**src/rtl/corr_roi_pkg.sv**
```systemverilog
`timescale 1ns/1ps
package corr_roi_pkg;
    localparam int NUM_LANES = 2;

    typedef enum logic [1:0] {
        ST_IDLE   = 2'd0,
        ST_SLOT_A = 2'd1,
        ST_SLOT_B = 2'd2,
        ST_DRAIN  = 2'd3
    } corr_state_e;
endpackage

```
**src/rtl/corr_roi_fsm.sv**
```systemverilog
`timescale 1ns/1ps
module corr_roi_fsm
    import corr_roi_pkg::*;
(
    input  logic        clk,
    input  logic        rst_n,
    input  logic        run,
    output corr_state_e state,
    output logic        capture_en,
    output logic        serve_en,
    output logic        serve_lane,
    output logic        drain_clr,
    output logic        idle
);
    corr_state_e state_q, state_d;

    always_ff @(posedge clk or negedge rst_n) begin
        if (!rst_n) state_q <= ST_IDLE;
        else        state_q <= state_d;
    end

    always_comb begin
        state_d = state_q;
        unique case (state_q)
            ST_IDLE:   if (run) state_d = ST_SLOT_A;
            ST_SLOT_A: state_d = ST_SLOT_B;
            ST_SLOT_B: state_d = run ? ST_SLOT_A : ST_DRAIN;
            ST_DRAIN:  state_d = ST_IDLE;
            default:   state_d = ST_IDLE;
        endcase
    end

    always_comb begin
        capture_en = 1'b0;
        serve_en   = 1'b0;
        serve_lane = 1'b0;
        drain_clr  = 1'b0;
        idle       = 1'b0;
        unique case (state_q)
            ST_IDLE:   idle = 1'b1;
            ST_SLOT_A: begin
                capture_en = 1'b1;
                serve_en   = 1'b1;
                serve_lane = 1'b1;
            end
            ST_SLOT_B: begin
                serve_en   = 1'b1;
                serve_lane = 1'b0;
            end
            ST_DRAIN:  begin
                serve_en   = 1'b1;
                serve_lane = 1'b1;
                drain_clr  = 1'b1;
            end
            default:   idle = 1'b1;
        endcase
    end

    assign state = state_q;
endmodule

```
**src/rtl/corr_lane_hold.sv**
```systemverilog
`timescale 1ns/1ps
module corr_lane_hold #(
    parameter int SUM_W   = 10,
    parameter int LOC_W   = 12,
    parameter int LOC_OFS = 0
) (
    input  logic               clk,
    input  logic               rst_n,
    input  logic               capture,
    input  logic               clear,
    input  logic               in_valid,
    input  logic [4*SUM_W-1:0] in_sums,
    input  logic [LOC_W-1:0]   in_loc,
    output logic               valid_q,
    output logic [4*SUM_W-1:0] sums_q,
    output logic [LOC_W-1:0]   loc_q
);
    localparam logic [LOC_W-1:0] OFS = LOC_W'(LOC_OFS);

    always_ff @(posedge clk or negedge rst_n) begin
        if (!rst_n) begin
            valid_q <= 1'b0;
            sums_q  <= '0;
            loc_q   <= '0;
        end else if (capture) begin
            valid_q <= in_valid;
            sums_q  <= in_sums;
            loc_q   <= in_loc + OFS;
        end else if (clear) begin
            valid_q <= 1'b0;
        end
    end
endmodule

```
**src/rtl/corr_score_cmp.sv**
```systemverilog
`timescale 1ns/1ps
module corr_score_cmp #(
    parameter int SUM_W = 10
) (
    input  logic [4*SUM_W-1:0]       sums,
    input  logic signed [SUM_W+1:0]  thr,
    output logic                     roi
);
    localparam int SCORE_W = SUM_W + 2;

    logic [SUM_W-1:0] tgt_hot, tgt_cold, bkg_hot, bkg_cold;
    logic signed [SCORE_W-1:0] agree, disagree, score;

    always_comb begin
        tgt_hot  = sums[4*SUM_W-1:3*SUM_W];
        tgt_cold = sums[3*SUM_W-1:2*SUM_W];
        bkg_hot  = sums[2*SUM_W-1:SUM_W];
        bkg_cold = sums[SUM_W-1:0];
        agree    = $signed({2'b00, tgt_hot})  + $signed({2'b00, bkg_cold});
        disagree = $signed({2'b00, tgt_cold}) + $signed({2'b00, bkg_hot});
        score    = agree - disagree;
        roi      = (score >= thr);
    end
endmodule

```
**src/rtl/corr_roi_top.sv**
```systemverilog
`timescale 1ns/1ps
module corr_roi_top
    import corr_roi_pkg::*;
#(
    parameter int SUM_W    = 10,
    parameter int LOC_W    = 12,
    parameter int THR_INIT = 0
) (
    input  logic                   clk,
    input  logic                   rst_n,
    input  logic                   run,
    input  logic                   thr_load,
    input  logic [SUM_W+1:0]       thr_value,
    output logic                   lane_take,
    input  logic                   in0_valid,
    input  logic [4*SUM_W-1:0]     in0_sums,
    input  logic                   in1_valid,
    input  logic [4*SUM_W-1:0]     in1_sums,
    input  logic [LOC_W-1:0]       in_loc,
    output logic                   res_valid,
    output logic                   res_lane,
    output logic [LOC_W-1:0]       res_loc,
    output logic                   res_roi
);
    localparam int SCORE_W = SUM_W + 2;
    localparam int PACK_W  = 4 * SUM_W;

    corr_state_e fsm_state;
    logic capture_en, serve_en, serve_lane, drain_clr, idle;

    corr_roi_fsm u_fsm (
        .clk        (clk),
        .rst_n      (rst_n),
        .run        (run),
        .state      (fsm_state),
        .capture_en (capture_en),
        .serve_en   (serve_en),
        .serve_lane (serve_lane),
        .drain_clr  (drain_clr),
        .idle       (idle)
    );

    logic signed [SCORE_W-1:0] thr_q;
    always_ff @(posedge clk or negedge rst_n) begin
        if (!rst_n)                thr_q <= SCORE_W'(THR_INIT);
        else if (idle && thr_load) thr_q <= thr_value;
    end

    logic [NUM_LANES-1:0] in_v;
    logic [PACK_W-1:0]    in_s   [NUM_LANES];
    logic [NUM_LANES-1:0] lane_v;
    logic [PACK_W-1:0]    lane_s [NUM_LANES];
    logic [LOC_W-1:0]     lane_l [NUM_LANES];

    assign in_v    = {in1_valid, in0_valid};
    assign in_s[0] = in0_sums;
    assign in_s[1] = in1_sums;

    for (genvar g = 0; g < NUM_LANES; g++) begin : gen_lane
        corr_lane_hold #(
            .SUM_W   (SUM_W),
            .LOC_W   (LOC_W),
            .LOC_OFS (g)
        ) u_hold (
            .clk      (clk),
            .rst_n    (rst_n),
            .capture  (capture_en),
            .clear    (drain_clr),
            .in_valid (in_v[g]),
            .in_sums  (in_s[g]),
            .in_loc   (in_loc),
            .valid_q  (lane_v[g]),
            .sums_q   (lane_s[g]),
            .loc_q    (lane_l[g])
        );
    end

    logic              sel_v;
    logic [PACK_W-1:0] sel_s;
    logic [LOC_W-1:0]  sel_l;
    logic              sel_roi;

    always_comb begin
        sel_v = lane_v[serve_lane];
        sel_s = lane_s[serve_lane];
        sel_l = lane_l[serve_lane];
    end

    corr_score_cmp #(.SUM_W(SUM_W)) u_cmp (
        .sums (sel_s),
        .thr  (thr_q),
        .roi  (sel_roi)
    );

    always_ff @(posedge clk or negedge rst_n) begin
        if (!rst_n) begin
            res_valid <= 1'b0;
            res_lane  <= 1'b0;
            res_loc   <= '0;
            res_roi   <= 1'b0;
        end else if (serve_en && sel_v) begin
            res_valid <= 1'b1;
            res_lane  <= serve_lane;
            res_loc   <= sel_l;
            res_roi   <= sel_roi;
        end else begin
            res_valid <= 1'b0;
            res_roi   <= 1'b0;
        end
    end

    assign lane_take = capture_en;
endmodule

```
**config.mk**
```make
export PLATFORM = sky130hd
export DESIGN_NAME = corr_roi_top
export DESIGN_NICKNAME = d
export VERILOG_FILES = /design/src/rtl/corr_roi_pkg.sv /design/src/rtl/corr_roi_fsm.sv /design/src/rtl/corr_lane_hold.sv /design/src/rtl/corr_score_cmp.sv /design/src/rtl/corr_roi_top.sv
export SDC_FILE = /design/constraint.sdc
export NUM_CORES = 1
export LEC_CHECK = 0
export ABC_AREA = 1
export CORE_ASPECT_RATIO = 1.4
export CORE_UTILIZATION = 49
export DETAILED_ROUTE_END_ITERATION = 8
export PLACE_DENSITY = 0.75
export SLEW_MARGIN = 40
export SYNTH_ARGS = -nofsm -noshare
export SYNTH_HDL_FRONTEND = slang
export SYNTH_SLANG_ARGS = --single-unit
```
**constraint.sdc**
```tcl
create_clock -name clk -period 12.2 [get_ports clk]
set_input_delay 3.05 -clock clk [delete_from_list [all_inputs] [get_ports clk]]
set_output_delay 3.05 -clock clk [all_outputs]
set_load 0.1 [all_outputs]
```
==> run metrics <==
initial drt markers=272; syn_nets=between 1,000 and 1,500; post-DR vias/cell=a little under 5; synthesized area per cell=between 7 and 8 µm²; number of global-route vias before repair=roughly 6,300; initial antenna violation count=0; most frequent cells in the layout=494 x nand2_1, 134 x dfrtp_1, 108 x clkdlybuf4s50_1; setup bufs post-CTS=0; Worst Setup SP=u_fsm.state[0]; Clock Tree Root=clkbuf_16; Layout area overhead=24.49%; r2r endpoint=res_roi; FMAX=212.9 MHz; cell family with most CP delay=adder cells; WP buf/inv=5; first-pass GRT wire length=about 29,000 µm; reg2reg start=u_fsm.state[0]; number of port buffers=between 100 and 150; Post-synth EDFFs=0; CP most frequent cell=nand2_1; hpwl dp=12,460 µm; routed via count=6,448; Routed Antenna Nets=0; starting density of the core=around half; clock-pin transition on the worst setup and hold timing paths=60 ps; Layout Skew=approximately 6 ps; Max-cap violations=0; clock network latency to the later pin of the worst-skew pair=420 ps; outcome=complete, no violations; final wirelength=~18,000 µm; yosys warns=0; relative slew slack=roughly half; DR DRC count=0; CP endpoint=res_roi; Rows=53; Num Clock Sinks=approximately 140; TNS Setup=0 ps; largest net degree at the start of global routing=100; count of cell types in the netlist=33; mapped cell area=approximately 0.0075 mm²; number of I/O pins=~130; Worst EP required=between 10,000 and 15,000 ps; post-CTS sizing=0; Worst EP arrival=5050 ps; startpoint type of the worst setup path=flip-flop; CP max FO=54; Hold Fails Final Rpt=0; Period Utilization, post-route=38.50%; top_reg_cell synth=dfrtp_1; R2R setup slack=around 7500 ps; gpl congestion=~0.9; Die X=106.4 µm; worst hold path type=flip-flop to flip-flop; Core ar.=roughly 0.015 mm²; WL per Instance=around 13 µm; deepest clock path buffer count=2; cell count after synthesis=about 990; drt pass-1 iters=4; Largest stage delay, worst path=520 ps; RSZ-0062 raised after global routing=no; Crit-path slowest cell=buf_4; Worst Tran Pin Value=roughly 770 ps; Post-synth ARST share=100.0%; worst reg2reg path depth=26; final net count=1,256; setup violators final=0; die height=approximately 150 µm; Worst setup EP type=flip-flop; GR Overflow Total=0; CTS Hold Bufs=0; critical path class=flip-flop to flip-flop; Synth Register Bits=between 100 and 150; TritonCTS clock tree=built; share of post-route cells with drive strength above 1=5.396%; Antenna diodes=0; die area=0.01578 mm²; Final WS setup=around 7500 ps; GRT Overall Usage=a little under a quarter; DP Worst Slack=7412 ps; CTS buffer count=17; commonest non-fill, non-tap cell in the layout=nand2_1; critical path depth in cells=26; H-Tree Depth=4; min cycle time layout=4697 ps; Max Slew Vio Count=0; share of the yosys chip area belonging to registers=45.14%
## metal layers
| layer | vias to the layer above | GRT usage (%) | wire [µm] |
|---|---|---|---|
| met4 | 0 | 8.014 | 335 |
| li1 | 3314 | - | - |
| met2 | 136 | 41.46 | 8975 |
| met3 | 20 | 5.215 | 759 |
| met5 | - | 0 | 0 |
| met1 | 2978 | 28.43 | 7443 |
## registers in the layout (all words and copies together) (netlist names)
signal / flops
res_roi: 1
gen_lane.u_hold.valid_q: 2
gen_lane.u_hold.loc_q: 24
gen_lane.u_hold.sums_q: 80
res_lane: 1
res_loc: 12
u_fsm.state: 2
res_valid: 1
thr_q: 12
## layout make-up
cell class | count | area [µm²]
multi-input combinational | 747 | 3657
timing repair buffer | 130 | 1217
tap | 192 | 240.2
clock inverter | 12 | 118.9
clock buffer | 20 | 446.7
fill | 1381 | 5670
sequential | 135 | 3379
inverter | 68 | 256.5
## synth_stat cells, drive strengths merged, types with 5 or more instances
| cell | count | area, µm² |
|---|---|---|
| nand2 | 495 | 1861 |
| nor2 | 47 | 178.9 |
| a21oi | 36 | 180.2 |
| buf | 29 | 168.9 |
| dfrtp | 135 | 3378 |
| inv | 68 | 255.3 |
| nand4 | 5 | 31.28 |
| xor2 | 23 | 201.4 |
| a21o | 9 | 67.56 |
| ha | 44 | 550.5 |
| clkbuf | 9 | 33.78 |
| nand3 | 24 | 120.1 |
| a31oi | 18 | 112.6 |
| o21ai | 21 | 116.4 |
## metrics by stage
| step | util, % | cell area [µm²] | hold WS, ps | cells |
|---|---|---|---|---|
| detailed placement | 58.33 | 8742 | 458.2 | 1272 |
| floorplan | - | 7483 | 442.2 | 988 |
| CTS | 62.11 | 9308 | 473.1 | 1304 |
| finish | 62.16 | 9316 | 468.7 | 1304 |
| global route | 62.16 | 9316 | 484.0 | 1304 |
| global placement | 58.84 | 8818 | 452.7 | 1272 |
## how the worst min path moves through the flow
stage                                        startpoint                       endpoint  slack, ps  depth (start not counted)
after floorplan             gen_lane[0].u_hold.loc_q[0]    gen_lane[0].u_hold.loc_q[0]        440                          2
after global placement    gen_lane[1].u_hold.sums_q[30]  gen_lane[1].u_hold.sums_q[30]        450                          2
after detailed placement    gen_lane[0].u_hold.loc_q[3]    gen_lane[0].u_hold.loc_q[3]        460                          2
after CTS                  gen_lane[0].u_hold.sums_q[9]   gen_lane[0].u_hold.sums_q[9]        470                          2
after global routing        gen_lane[0].u_hold.loc_q[8]    gen_lane[0].u_hold.loc_q[8]        480                          2
final                      gen_lane[1].u_hold.sums_q[2]   gen_lane[1].u_hold.sums_q[2]        470                          2
## worst register-to-register path, stage by stage, from the launching register on
cell      delay, ps
dfrtp_2         400
inv_2            70
buf_4           520
nand2_1         140
nand2_1         110
ha_1            190
inv_1            70
fa_1            420
o31ai_1         400
xnor2_1         190
ha_1            400
nand2_1         110
o21bai_1        240
nand2_1          80
nand3_1         120
a31oi_1         100
ha_1            340
nand2_1          80
inv_1            50
nand2_1          60
nor2_1          130
nand2_1          90
nand3_1          70
nand2_1          50
nand3_1          80
nand2_1          50
inv_1            70
## kinds of logic (layout without fill, tap and decap cells)
family | count (synthesis) | in the layout | synth area share, %
simple gates | 576 | 576 | 29.68
mux | 1 | 1 | 0.1505
fa+ha+maj | 47 | 47 | 8.159
xor+xnor | 27 | 27 | 3.160
flops | 135 | 135 | 45.14
buf+inv | 106 | 230 | 6.119
compound gates | 96 | 96 | 7.591
Power is not shown: default switching activity piles up to over one toggle a cycle in this logic, so the estimate is an artifact.
